File: config.mk
export PLATFORM = sky130hd
export DESIGN_NAME = bcd_conv
export DESIGN_NICKNAME = d
export VERILOG_FILES = /design/src/rtl/bcd_conv.sv
export SDC_FILE = /design/constraint.sdc
export NUM_CORES = 1
export LEC_CHECK = 0
export ABC_AREA = 1
export ABC_CLOCK_PERIOD_IN_PS = 4100
export BUFFER_PORTS_ARGS = -buffer_cell sky130_fd_sc_hd__buf_2
export CAP_MARGIN = 20
export CORE_UTILIZATION = 57
export CTS_BUF_LIST = sky130_fd_sc_hd__clkbuf_4 sky130_fd_sc_hd__clkbuf_8
export CTS_CLUSTER_DIAMETER = 40
export DETAILED_ROUTE_END_ITERATION = 7
export PLACE_DENSITY = 0.82
export SLEW_MARGIN = 10
export SYNTH_ARGS = -nofsm -noshare
export SYNTH_HDL_FRONTEND = slang
export SYNTH_SLANG_ARGS = --single-unit
File: constraint.sdc
create_clock -name clk -period 4.1 [get_ports clk]
set_input_delay 0.41 -clock clk [delete_from_list [all_inputs] [get_ports clk]]
set_output_delay 0.41 -clock clk [all_outputs]
set_load 0.005 [all_outputs]
File: src/rtl/bcd_conv.sv
module bcd_conv #(
  parameter int DW = 16
) (
  input  logic          clk,
  input  logic          rst_n,
  input  logic          start,
  input  logic [1:0]    mode,
  input  logic [DW-1:0] din,
  output logic [DW-1:0] bcd,
  output logic [3:0]    flags,
  output logic          busy,
  output logic          done
);
  localparam int HW = DW / 2;
  localparam int CW = $clog2(DW);

  typedef enum logic [1:0] {S_IDLE, S_RUN, S_FIN} state_t;
  state_t state;

  logic [DW-1:0] quo, rem, dvsr, nquo, nrem;
  logic [DW:0]   trial, diff;
  logic          ge;
  logic [CW-1:0] cnt;
  logic [1:0]    step;
  logic [3:0]    d4, d3, d2, d1, d0;
  logic          word_q, sgn_q, neg_q, ovf_q;

  logic          in_neg;
  logic [DW-1:0] in_mag;

  always_comb begin
    case (step)
      2'd0:    dvsr = DW'(10000);
      2'd1:    dvsr = DW'(1000);
      2'd2:    dvsr = DW'(100);
      default: dvsr = DW'(10);
    endcase
  end

  assign trial = {rem, quo[DW-1]};
  assign diff  = trial - {1'b0, dvsr};
  assign ge    = trial >= {1'b0, dvsr};
  assign nrem  = ge ? diff[DW-1:0] : trial[DW-1:0];
  assign nquo  = {quo[DW-2:0], ge};

  assign in_neg = mode[0] & (mode[1] ? din[DW-1] : din[HW-1]);
  always_comb begin
    if (mode[1])
      in_mag = in_neg ? (~din + DW'(1)) : din;
    else
      in_mag = {{HW{1'b0}}, in_neg ? (~din[HW-1:0] + HW'(1)) : din[HW-1:0]};
  end

  assign busy = (state != S_IDLE);
  assign bcd  = {d3, d2, d1, d0};

  always_ff @(posedge clk or negedge rst_n) begin
    if (!rst_n) begin
      state  <= S_IDLE;
      quo    <= '0;
      rem    <= '0;
      cnt    <= '0;
      step   <= '0;
      {d4, d3, d2, d1, d0} <= '0;
      flags  <= '0;
      done   <= 1'b0;
      word_q <= 1'b0;
      sgn_q  <= 1'b0;
      neg_q  <= 1'b0;
      ovf_q  <= 1'b0;
    end else begin
      done <= 1'b0;
      case (state)
        S_IDLE: if (start) begin
          quo    <= in_mag;
          rem    <= '0;
          cnt    <= '0;
          step   <= mode[1] ? 2'd0 : 2'd2;
          {d4, d3, d2, d1, d0} <= '0;
          word_q <= mode[1];
          sgn_q  <= mode[0];
          neg_q  <= in_neg;
          ovf_q  <= |din[DW-1:HW];
          state  <= S_RUN;
        end
        S_RUN: if (cnt == CW'(DW-1)) begin
          case (step)
            2'd0: d4 <= nquo[3:0];
            2'd1: d3 <= nquo[3:0];
            2'd2: d2 <= nquo[3:0];
            default: begin
              d1 <= nquo[3:0];
              d0 <= nrem[3:0];
            end
          endcase
          quo  <= nrem;
          rem  <= '0;
          cnt  <= '0;
          step <= step + 2'd1;
          if (step == 2'd3) state <= S_FIN;
        end else begin
          quo <= nquo;
          rem <= nrem;
          cnt <= cnt + CW'(1);
        end
        default: begin
          if (word_q)
            flags <= {d4[3], sgn_q ? neg_q : d4[2], d4[1:0]};
          else
            flags <= {ovf_q, neg_q, 1'b0, ({d2, d1, d0} == 12'd0)};
          done  <= 1'b1;
          state <= S_IDLE;
        end
      endcase
    end
  end

  AST_BUSY_AFTER_START: assert property (@(posedge clk) disable iff (!rst_n)
    (!busy && start) |=> busy);
  AST_BYTE_HIGH_ZERO: assert property (@(posedge clk) disable iff (!rst_n)
    (done && !word_q) |-> (bcd[15:12] == 4'd0));
  AST_DONE_ON_FALL: assert property (@(posedge clk) disable iff (!rst_n)
    $fell(busy) |-> done);
  AST_DONE_IDLE: assert property (@(posedge clk) disable iff (!rst_n)
    done |-> !busy);
  AST_DONE_SINGLE: assert property (@(posedge clk) disable iff (!rst_n)
    done |=> !done);
  AST_HOLD_WHILE_BUSY: assert property (@(posedge clk) disable iff (!rst_n)
    busy |=> ($stable(word_q) && $stable(sgn_q) && $stable(neg_q)));
  AST_DIGIT_RANGE: assert property (@(posedge clk) disable iff (!rst_n)
    (state == S_RUN && cnt == CW'(DW-1)) |-> (nquo <= ((step == 2'd0) ? DW'(6) : DW'(9))));
endmodule

# Yosys cells after proc, flatten, opt, wreduce, memory -nomap -nowiden

Cells that the tools add are included.

Magnitude comparators: 1
Reduce and logical (&&, ||, !) cells: 16
Add/sub/neg operators: 5
Equality and inequality tests: 12
Bitwise gates (word level): 3
Muxes and demuxes: 41

Operators by type and width:

| operator              | number |
|---|---|
| $mux 16               | 7 |
| $pmux 16 s2           | 2 |
| $mux 4                | 13 |
| $pmux 4 s2            | 6 |
| $pmux 14 s3           | 1 |
| $ge 17x14->1          | 1 |
| $add 16x1->16 const B | 1 |
| $not 16->16           | 1 |
| $reduce_and 4->1      | 4 |
| $sub 16x16->16        | 1 |
| $logic_not 12->1      | 1 |
| $mux 2                | 6 |
| $add 8x1->8 const B   | 1 |
| $mux 8                | 1 |
| $ne 2x2->1 const B    | 4 |
| $not 8->8             | 1 |
| $pmux 2 s2            | 2 |
| $reduce_or 8->1       | 1 |
| $ne 2x1->1 const B    | 3 |
| $reduce_and 3->1      | 2 |
| $add 4x1->4 const B   | 1 |
| $eq 2x1->1 const B    | 2 |
| $eq 2x2->1 const B    | 2 |
| $eq 4x4->1 const B    | 1 |
| other kinds (8)       | 13 |

Word-level logic and storage cells: 94
Register bits after elaboration: 69

# Logic depth before layout (Yosys ltp)

Gate-level depths: netlist of run 1.

Depth after elaboration: 7
Mapped depth: 16

# Worst setup path before layout of run 1

No wires, ideal clock.

Path kind: register -> register
Start: register step[0]
End: register quo[6]
Setup time: 0.118 ns
Slack: 1.759 ns
Period minus slack after synthesis: 2.341 ns
Arrival: 2.223 ns
Buffers on the path: 1
Stages on the path, launching flop included: 16
Cell sequence: dfrtp_1 inv_1 ha_1 o21bai_1 ha_1 nand2_1 inv_1 a21oi_1 nand2_1 nand2_2 nand3_4 buf_6 nand2_1 nand2_1 a21oi_1 nor2_1

Word-level cells in the longest chain between the ends: 6
Elaborated cells on any way between the ends: 9
Classes of those cells: 1 x add/sub; 1 x order compare; 2 x eq/ne; 4 x mux; 1 x reduce/logical

RTL lines:

| item                                           | line   | RTL |
|---|---|---|
| start: declaration                             | 24     | `logic [1:0] step;` |
| start signal: assignment                       | 78     | `step <= mode[1] ? 2'd0 : 2'd2;` |
| start signal: assignment                       | 99     | `step <= step + 2'd1;` |
| $eq 2x2->1 (tied with other cells)             | 32     | `case (step)` |
| $pmux 14 s3 *                                  | 32     |  |
| $sub 16x16->16 or $ge 17x14->1 (tied branches) | 41, 42 |  |
| $mux 16 *                                      | 43     | `assign nrem = ge ? diff[DW-1:0] : trial[DW-1:0];` |
| $mux 16 *                                      | 86     | `S_RUN: if (cnt == CW'(DW-1)) begin` |
| $pmux 16 s2 *                                  | 73     | `case (state)` |
| end signal: assignment                         | 75     | `quo <= in_mag;` |
| end signal: assignment                         | 96     | `quo <= nrem;` |
| end signal: assignment                         | 102    | `quo <= nquo;` |
| end: declaration                               | 20     | `logic [DW-1:0] quo, rem, dvsr, nquo, nrem;` |

Mark *: on every way between the ends. The rest lies on a longest branch, timed or not.
A chain may end at the register's enable or synchronous reset.

# Worst setup path in the final report of run 1

Start: register step[0]
End: register rem[2]

Word-level cells in the longest chain between the ends: 6
Elaborated cells on any way between the ends: 9
Classes of those cells: 1 x add/sub; 1 x order compare; 2 x eq/ne; 4 x mux; 1 x reduce/logical

RTL lines:

| item                                           | line   | RTL |
|---|---|---|
| $eq 2x2->1 (tied with other cells)             | 32     |  |
| $pmux 14 s3 *                                  | 32     |  |
| $sub 16x16->16 or $ge 17x14->1 (tied branches) | 41, 42 |  |
| $mux 16 *                                      | 43     |  |
| $mux 16 *                                      | 86     |  |
| $pmux 16 s2 *                                  | 73     |  |
| end signal: assignment                         | 103    | `rem <= nrem;` |
| end: declaration                               | 20     |  |

Marks and branches as above.

==> flow_summary.yaml, run 1 <==
yosys:
  netlist_area_um2: 4780
  ys_ff_latch: 69
  synth_cells: 688
  yosysSeqAreaShare_pct: 36.2
  synth_fa_ha_area_share_pct: 5.40
  synth_edf_count: 0
  yosysWarnings: 0
  synth_nets: 729
  synthDistinctLibCells: 42
  synth_mux_area_share_pct: 0
  synth.area.top_cells: "dfrtp_1 (36%), nand2_1 (15%), inv_1 (8.6%), ha_1 (5.0%), nand3_1 (4.8%)"
  synth_top_family_by_area: "simple AND/OR/NAND/NOR gates"
  yosysTopAreaCellShare_pct: 36.2
  ys_async_sr_fraction_pct: 100
  synth_compound_area_share_pct: 14.3
  synth_area_leader_cell: "dfrtp_1"
  yosys.area_share.simple_pct: 31.9
  postSynthAreaPerCell_um2: 6.94
  synth_ff_type: "dfrtp_1"
  yosys.area_share.xor_xnor_pct: 1.47
clock_network:
  cts_tree: "done"
  clk_path_buf_depth: 2
  clock_sink_count: 69
  htree_levels: 3
  cts-root-buf: "clkbuf_8"
  cts_made_buffers: 9
  post-cts-setup-buffers: 0
  path_clk_slew_ps: 80
  post_cts_resized: 0
  clock_latency_ps: 350
placed_design:
  placedCellCount: 823
  routabilityCongestion: 0.947
  dp_hpwl_um: 9460
  io_buffers: 42
grt:
  grt_overflow: 0
  grt_pass1_wl_um: 20300
  grt_pass1_vias: 4093
  track_usage_pct: 30.4
  grt_max_degree: 49
  antenna_found_initial: 0
sta:
  max_freq_mhz: 339
  final.setup_skew_ps: 14.9
  fin_crit_ps: 2950
  finalHoldViolations: 0
  tightest_slew_ps: 756
  period_share_pct: 71.9
  fin_tns_setup_ps: 0
  setup-violations-final: 0
  grt_setup_unrepaired: "false"
  drv_slew: 0
  slew_headroom_pct: 49.4
die:
  io_pins: 43
  die_y_um: 93.5
  die_w_um: 93.5
  row_count: 33
  design.core.area_um2: 8180
  dieArea_um2: 8750
  start_util_pct: 58.4
layout:
  syn2layout_area_growth_pct: 10.7
  nNetsFinal: 773
  mostFrequentLayoutCells: "nand2_1 (191), inv_1 (110), dfrtp_1 (69), nor2_1 (60)"
  instances_no_fill: 842
  drive_gt1_share_pct: 13.6
  n_antenna_cell: 0
  layout_commonest_cell: "nand2_1"
routing:
  num_vias: 4645
  wl_per_cell_um: 14.9
  dr.pass1.iters: 7
  drt_wl_total_um: 12500
  drc_errors: 0
  via_per_inst: 5.52
  drtAntennaViolNets: 0
  drt-initial-drc-count: 420
setup_path:
  endpoint: "rem[2]"
  worstSetupStartpoint: "step[0]"
  r2r_start: "step[0]"
  r2r_end: "rem[2]"
  cp_max_fo: 24
  critPathArrivalTime_ps: 3160
  rr_worst_depth: 13
  startpoint_type: "register"
  critPathCaptureType: "register"
  crit_required_ps: 4310
  reg2reg_slack_ps: 1150
  path_class: "reg2reg"
flow_run:
  maxCapViolCount: 0
run_status:
  status: "finished, final reports clean"
power:
  peakVddDrop_uv: 517
  leakagePower_nw: 2.82
  power_density_nw_per_um2: 924
min_path:
  hp-class: "in2reg"
-- layout make-up --
class,instances,area (um^2)
clock buffers,10,138
flip-flops and latches,69,1730
well taps,105,131
inverters,115,432
clock inverters,6,70.1
fillers,726,2890
repair buffers,46,255
multi-input cells,491,2530
-- cells in the mapped netlist (2+ instances only) --
library cell    n
buf_2           4
nand4_1        14
dfrtp_1        69
a21oi_2         3
o21ai_1        17
nor2_1         60
buf_4           2
nor2_4          4
xor2_1          6
clkbuf_1        5
inv_1         110
a21oi_1        24
a21boi_1        8
nand2_2        13
and2_1          3
nand3_1        46
o21ai_0        46
ha_1           19
o22ai_1         3
o21ai_2         3
o21bai_1        2
nand2_1       191
nor3_1          4
nand3_4         2
nor4_1          3
inv_2           5
nor2_2          3
o211ai_1        4
xnor2_1         2
-- per-stage QoR --
| stage | setup WS (ps) | utilization [%] | hold WS [ps] | instance area [um^2] | total power [mW] |
|---|---|---|---|---|---|
| after global placement | 1390 | 61.6 | 463 | 5040 | 4.17 |
| after floorplan | 1760 | - | 114 | 4780 | 3.53 |
| after global routing | 890 | 64.6 | 294 | 5290 | 5.36 |
| after CTS | 1220 | 64.2 | 266 | 5250 | 4.85 |
| after detailed placement | 1250 | 61.6 | 467 | 5040 | 4.26 |
| final | 1150 | 64.6 | 303 | 5290 | 4.88 |
-- critical path: stages (launching register included) --
cell and delay (ps):
dfrtp_1 460, inv_1 140, ha_1 240, o21bai_1 250, ha_1 330, nand2_1 130, inv_1 60, a21oi_1 140
nand2_1 100, nand2_2 160, nand3_4 300, nand2_1 190, and2_1 200, o21ai_0 90
-- worst min-delay path by stage --
stage	startpoint	to	slack, ps	depth (start not counted)
4_1_cts	rst_n	d1[2]	270	1
2_1_floorplan	rst_n	cnt[0]	110	0
5_1_grt	mode[0]	sgn_q	290	3
3_5_place_dp	rem[15]	rem[15]	470	2
6_report	mode[0]	sgn_q	300	3
3_3_place_gp	flags[1]	flags[1]	460	2
-- cell families after synthesis --
group / count (synthesis)
fa+ha+maj: 20
buf+inv: 128
xor+xnor: 8
simple gates: 346
compound gates: 117
flops: 69
-- report_power, final --
group          internal [mW]  switching [mW]
sequential              1.00           0.218
clock                  0.301           0.288
combinational           1.03            2.05
total                   2.33            2.56
-- sequential cells by signal, summed over array words and instances, names as in the netlist --
signal / flops
cnt: 4
d0: 4
quo: 16
sgn_q: 1
d2: 4
step: 2
done: 1
d3: 4
neg_q: 1
word_q: 1
d4: 4
d1: 4
flags: 4
ovf_q: 1
rem: 16
state: 2
-- metal layers --
layer | global-route usage, % | wire (um) | vias to the layer above
li1 | - | - | 2276
met1 | 38.6 | 5420 | 2191
met2 | 49.9 | 6100 | 155
met3 | 8.37 | 792 | 23
met4 | 10.1 | 238 | 0
met5 | 0 | 0 | -
-- timing repair --
item,CTS,global route
hold buffers,0,1
endpoints found under the hold margin,0,9
setup endpoints to repair,0,0
No activity file was read; power rests on OpenSTA's default activity.
==> run 2, diff against run 1 <==
--- a/config.mk
+++ b/config.mk
@@ -6,14 +6,14 @@
 export NUM_CORES = 1
 export LEC_CHECK = 0
 export ABC_AREA = 1
-export ABC_CLOCK_PERIOD_IN_PS = 4100
+export ABC_CLOCK_PERIOD_IN_PS = 2680
 export BUFFER_PORTS_ARGS = -buffer_cell sky130_fd_sc_hd__buf_2
 export CAP_MARGIN = 20
-export CORE_UTILIZATION = 57
+export CORE_UTILIZATION = 56
 export CTS_BUF_LIST = sky130_fd_sc_hd__clkbuf_4 sky130_fd_sc_hd__clkbuf_8
 export CTS_CLUSTER_DIAMETER = 40
 export DETAILED_ROUTE_END_ITERATION = 7
-export PLACE_DENSITY = 0.82
+export PLACE_DENSITY = 0.84
 export SLEW_MARGIN = 10
 export SYNTH_ARGS = -nofsm -noshare
 export SYNTH_HDL_FRONTEND = slang
==> constraint.sdc (replaced) <==
create_clock -name clk -period 2.68 [get_ports clk]
set_input_delay 0.268 -clock clk [delete_from_list [all_inputs] [get_ports clk]]
set_output_delay 0.268 -clock clk [all_outputs]
set_load 0.005 [all_outputs]
==> run 2 against run 1 <==
  * Global-route usage up 1.4 points
  * Sequential cell count unchanged
  * Sequential power up 56%
  * Via count up 2.7%
  * Die area up 1.8%
  * First-iteration DRC count down 9.5%
  * Sequential share of layout area down 1.5 points
  * Final cell count up 2.0%
  * Count of clock-buffer cells in the layout unchanged
  * Clock power up 72%
  * Clock skew down 7.5 ps
  * Critical endpoint is now quo[4]
==> flow_summary.yaml, run 2 (same netlist as run 1, synthesis figures left out) <==
sta:
  max_freq_mhz: 399
  fin_tns_setup_ps: 0
  finalHoldViolations: 0
  final.setup_skew_ps: 7.44
  setup_slack_ps: 175
  tightest_slew_ps: 690
  drv_slew: 0
  setup-violations-final: 0
  period_share_pct: 93.5
  fin_crit_ps: 2500
  slew_headroom_pct: 54.0
  grt_setup_unrepaired: "false"
power:
  power_density_nw_per_um2: 1480
  leakagePower_nw: 2.92
  peakVddDrop_uv: 935
  total_power_mw: 8.17
setup_path:
  cp_max_fo: 8
  startpoint_type: "register"
  critPathCaptureType: "register"
  worstSetupStartpoint: "step[0]"
  crit_required_ps: 2970
  critPathArrivalTime_ps: 2800
  r2r_start: "step[0]"
  path_class: "reg2reg"
routing:
  drtAntennaViolNets: 0
  drt_wl_total_um: 13600
  num_vias: 4770
  dr.pass1.iters: 5
  drt-initial-drc-count: 380
  wl_per_cell_um: 15.8
  drc_errors: 0
  via_per_inst: 5.55
layout:
  drive_gt1_share_pct: 17.1
  fillers: 715
  fin_area_um2: 5540
  layout_commonest_cell: "nand2_1"
  reg_top3: "quo (16), rem (16)"
  instances_no_fill: 859
  n_antenna_cell: 0
  syn2layout_area_growth_pct: 16.0
  nNetsFinal: 790
  mostFrequentLayoutCells: "nand2_1 (191), inv_1 (108), dfrtp_1 (67), nor2_1 (59)"
die:
  dieArea_um2: 8900
  row_count: 33
  io_pins: 43
  die_y_um: 94.4
  die_w_um: 94.4
  start_util_pct: 58.1
  design.core.area_um2: 8220
clock_network:
  htree_levels: 3
  path_clk_slew_ps: 80
  cts_made_buffers: 9
  clk_path_buf_depth: 2
  cts-root-buf: "clkbuf_8"
  clock_sink_count: 69
  cts_tree: "done"
  clock_latency_ps: 360
placed_design:
  place_ws_ps: -12.5
  dpl_cell_area_um2: 5200
  placedCellCount: 841
  dp_hpwl_um: 10300
  routabilityCongestion: 1.00
  io_buffers: 42
grt:
  grt_overflow: 0
  antenna_found_initial: 0
  track_usage_pct: 31.8
  grt_pass1_vias: 4473
  grt_max_degree: 29
  grt_pass1_wl_um: 21300
min_path:
  hp-start: "mode[0]"
  hp-class: "in2reg"
flow_run:
  maxCapViolCount: 0
run_status:
  status: "finished, final reports clean"
==> run 2: final timing paths <==
path                            slack, ps      end  cells after the start
worst max-delay path                  180   quo[4]                     14
worst min register to register        490    d3[1]                      2
max in group asynchronous            1490  quo[11]                      3
worst max register to register        180   quo[4]                     14
worst min-delay path                  150    sgn_q                      3
min in group asynchronous             410    d0[0]                      2
==> run 2: report_power, final <==
group | internal [mW] | leakage (nW) | switching [mW] | total (mW)
combinational | 1.94 | 1.95 | 3.33 | 5.27
sequential | 1.53 | 0.858 | 0.363 | 1.90
clock | 0.557 | 0.113 | 0.452 | 1.01
==> run 2: final cells by class <==
type                    instances  area, um^2  area share [%]
well taps                     105         131            2.37
inverters                     115         432            7.79
multi-input cells             491        2620            47.3
clock inverters                 6        93.8            1.69
flip-flops and latches         69        1730            31.2
clock buffers                  10         138            2.48
repair buffers                 63         395            7.14
==> run 2: repair_timing <==
item / CTS / global route
endpoints found under the hold margin: 20 / 0
hold buffers: 1 / 0
pin swaps: 0 / 1
resized for setup: 1 / 13
endpoints found under the setup margin: 4 / 36
setup buffers: 0 / 1
==> run 2: worst max-delay path: stages, from the launching register on <==
cell	delay, ps
dfrtp_2	450
ha_1	250
o21bai_4	220
ha_4	300
nand2_1	80
nor2_1	150
nand3_1	100
nand2_1	120
nand2_2	90
nand3_4	170
buf_12	150
nand2_2	60
o21ai_2	80
nand2_1	70
a21boi_1	130
==> run 2: metal layers <==
layer / vias to the layer above / routed length (um) / global-route usage (%)
met5: - / 0 / 0
met4: 0 / 530 / 16.5
met3: 48 / 643 / 5.80
met2: 166 / 6610 / 53.2
met1: 2239 / 5820 / 39.0
li1: 2317 / - / -
==> run 2: metrics by stage <==
step	hold WS (ps)	util, %
global route	144	67.4
detailed placement	259	63.3
CTS	146	66.3
finish	145	67.4
floorplan	-27.6	-
global placement	253	63.3
==> run 3, diff against run 2 <==
--- a/config.mk
+++ b/config.mk
@@ -6,14 +6,14 @@
 export NUM_CORES = 1
 export LEC_CHECK = 0
 export ABC_AREA = 1
-export ABC_CLOCK_PERIOD_IN_PS = 2680
+export ABC_CLOCK_PERIOD_IN_PS = 2350
 export BUFFER_PORTS_ARGS = -buffer_cell sky130_fd_sc_hd__buf_2
 export CAP_MARGIN = 20
-export CORE_UTILIZATION = 56
+export CORE_UTILIZATION = 57
 export CTS_BUF_LIST = sky130_fd_sc_hd__clkbuf_4 sky130_fd_sc_hd__clkbuf_8
 export CTS_CLUSTER_DIAMETER = 40
 export DETAILED_ROUTE_END_ITERATION = 7
-export PLACE_DENSITY = 0.84
+export PLACE_DENSITY = 0.82
 export SLEW_MARGIN = 10
 export SYNTH_ARGS = -nofsm -noshare
 export SYNTH_HDL_FRONTEND = slang
==> constraint.sdc (replaced) <==
create_clock -name clk -period 2.35 [get_ports clk]
set_input_delay 0.235 -clock clk [delete_from_list [all_inputs] [get_ports clk]]
set_output_delay 0.235 -clock clk [all_outputs]
set_load 0.005 [all_outputs]
==> run 3 against run 2 <==
  * The flow now finishes with violations (negative setup slack)
  * Register-to-register slack worse by 380 ps
  * Clock power hardly changed
  * Combinational power is 47% higher
  * First-iteration DRC count is 17% higher
  * Die area is 1.7% lower
  * Global-route usage is 1.5 points higher
  * Cell area is 13% higher
  * Critical path type unchanged
  * Critical endpoint is now rem[13]
  * Largest cell class unchanged
==> flow_summary.yaml, run 3 (same netlist as run 1, synthesis figures left out) <==
run_status:
  status: "complete, but fails checks"
  violations: "negative setup slack"
setup_path:
  rr_worst_depth: 16
  cp_max_fo: 7
  path_class: "reg2reg"
  r2r_start: "step[0]"
  crit_required_ps: 2590
  startpoint_type: "register"
  slowest_delay_ps: 470
  critPathArrivalTime_ps: 2790
  critPathCaptureType: "register"
  worstSetupStartpoint: "step[0]"
  crit_top_cell: "nand2_2"
  path_cells: "inv_4 -> buf_4 -> ha_2 -> inv_2 -> fa_2 -> nand2_2 -> nand2_2 -> nand3_2 -> nand2_1 -> nand2_2 -> nand3_4 -> buf_4 -> inv_4 -> nand2_1 -> nand3_1 -> o21ai_1"
  crit_path_top_delay_cell: "dfrtp_2"
grt:
  grt_pass1_vias: 4758
  track_usage_pct: 33.2
  grt_max_degree: 70
  grt_overflow: 0
  grt_pass1_wl_um: 22200
  antenna_found_initial: 0
die:
  design.core.area_um2: 8180
  dieArea_um2: 8750
  die_w_um: 93.5
  io_pins: 43
  start_util_pct: 58.4
  row_count: 33
  die_y_um: 93.5
routing:
  num_vias: 5045
  via_per_inst: 5.57
  drt_wl_total_um: 14600
  drc_errors: 0
  wl_per_cell_um: 16.1
  drtAntennaViolNets: 0
  dr.pass1.iters: 6
  drt-initial-drc-count: 444
clock_network:
  clk_path_buf_depth: 2
  clock_sink_count: 69
  path_clk_slew_ps: 80
  htree_levels: 3
  cts-root-buf: "clkbuf_8"
  cts_made_buffers: 9
  cts_tree: "done"
  clock_latency_ps: 370
layout:
  fin_area_um2: 6240
  layout_commonest_cell: "nand2_1"
  reg_top3: "quo (16), rem (16)"
  syn2layout_area_growth_pct: 30.7
  n_antenna_cell: 0
  drive_gt1_share_pct: 30.6
  fillers: 578
  mostFrequentLayoutCells: "nand2_1 (167), inv_1 (101), dfrtp_1 (67), nor2_1 (55), buf_4 (55)"
  nNetsFinal: 837
min_path:
  hold_depth: 3
  hp-class: "in2reg"
  hp-start: "mode[0]"
power:
  peakVddDrop_uv: 1020
  leakagePower_nw: 3.22
  power_density_nw_per_um2: 1750
sta:
  final.setup_skew_ps: 11.4
  slew_headroom_pct: 57.7
  drv_slew: 0
  fin_tns_setup_ps: -4950
  setup_slack_ps: -203
  period_share_pct: 109
  finalHoldViolations: 0
  setup-violations-final: 38
  tightest_slew_ps: 633
  fin_crit_ps: 2550
  grt_setup_unrepaired: "true"
  max_freq_mhz: 392
placed_design:
  io_buffers: 42
  dp_hpwl_um: 9970
  routabilityCongestion: 0.949
  dpl_cell_area_um2: 5460
flow_run:
  maxCapViolCount: 0
run 3: cell types whose count changed in the layout (fill, tap and decap cells not counted), sizes merged:
cell,previous run,this run
buf,62,109
bufinv,2,1
clkinv,1,0
clkinvlp,1,3
run 3: critical path: cells and delay by family (launching register included):
| kind | cells | cell delay [ps] |
|---|---|---|
| and+or+nand+nor | 8 | 800 |
| buffers and inverters | 5 | 560 |
| AOI/OAI and AO/OA | 1 | 80 |
| adders and majority gates | 2 | 540 |
| DFF | 1 | 470 |
run 3: path summary, 6_finish.rpt:
path,to,slack (ps)
worst max-delay path,rem[13],-200
worst min-delay path,sgn_q,110
worst max register to register,rem[13],-200
worst min register to register,rem[15],490
max in group asynchronous,quo[10],1630
min in group asynchronous,d1[0],410
run 3: stage by stage:
step	power [mW]	hold slack [ps]	cells	util [%]	setup slack (ps)
5_1_grt	11.7	119	906	76.3	-279
3_5_place_dp	8.30	291	876	66.8	-249
4_1_cts	10.3	114	903	74.3	-95.0
6_report	10.9	114	906	76.3	-203
3_3_place_gp	8.11	280	876	66.8	-145
2_1_floorplan	6.16	-60.6	688	-	8.96
run 3: routing by layer:
metal	share of wire, %	vias to the layer above	global-route usage, %
li1	-	2412	-
met1	42	2406	41.3
met2	49	171	56.7
met3	4.7	56	5.04
met4	4.1	0	15.4
met5	0	-	0
run 3: report_power, final:
part	internal [mW]	switching (mW)	leakage (nW)
Clock	0.526	0.506	0.0955
Sequential	1.75	0.401	0.858
Combinational	3.24	4.52	2.27
Total	5.52	5.43	3.22
run 3: layout make-up:
class / instances / area [um^2] / share of cell area (%)
clock buffer: 10 / 138 / 2.21
clock inverter: 6 / 70.1 / 1.12
inverter: 115 / 449 / 7.20
multi-input combinational: 491 / 2910 / 46.7
sequential: 69 / 1730 / 27.7
tap: 105 / 131 / 2.11
timing repair buffer: 110 / 811 / 13.0
run 3: repair_timing:
action | in CTS | in global routing
cloned | 1 | 0
setup buffers | 9 | 3
endpoints found under the setup margin | 38 | 38
pin swaps | 24 | 20
hold buffers | 1 | 0
resized for setup | 76 | 41
endpoints found under the hold margin | 69 | 0
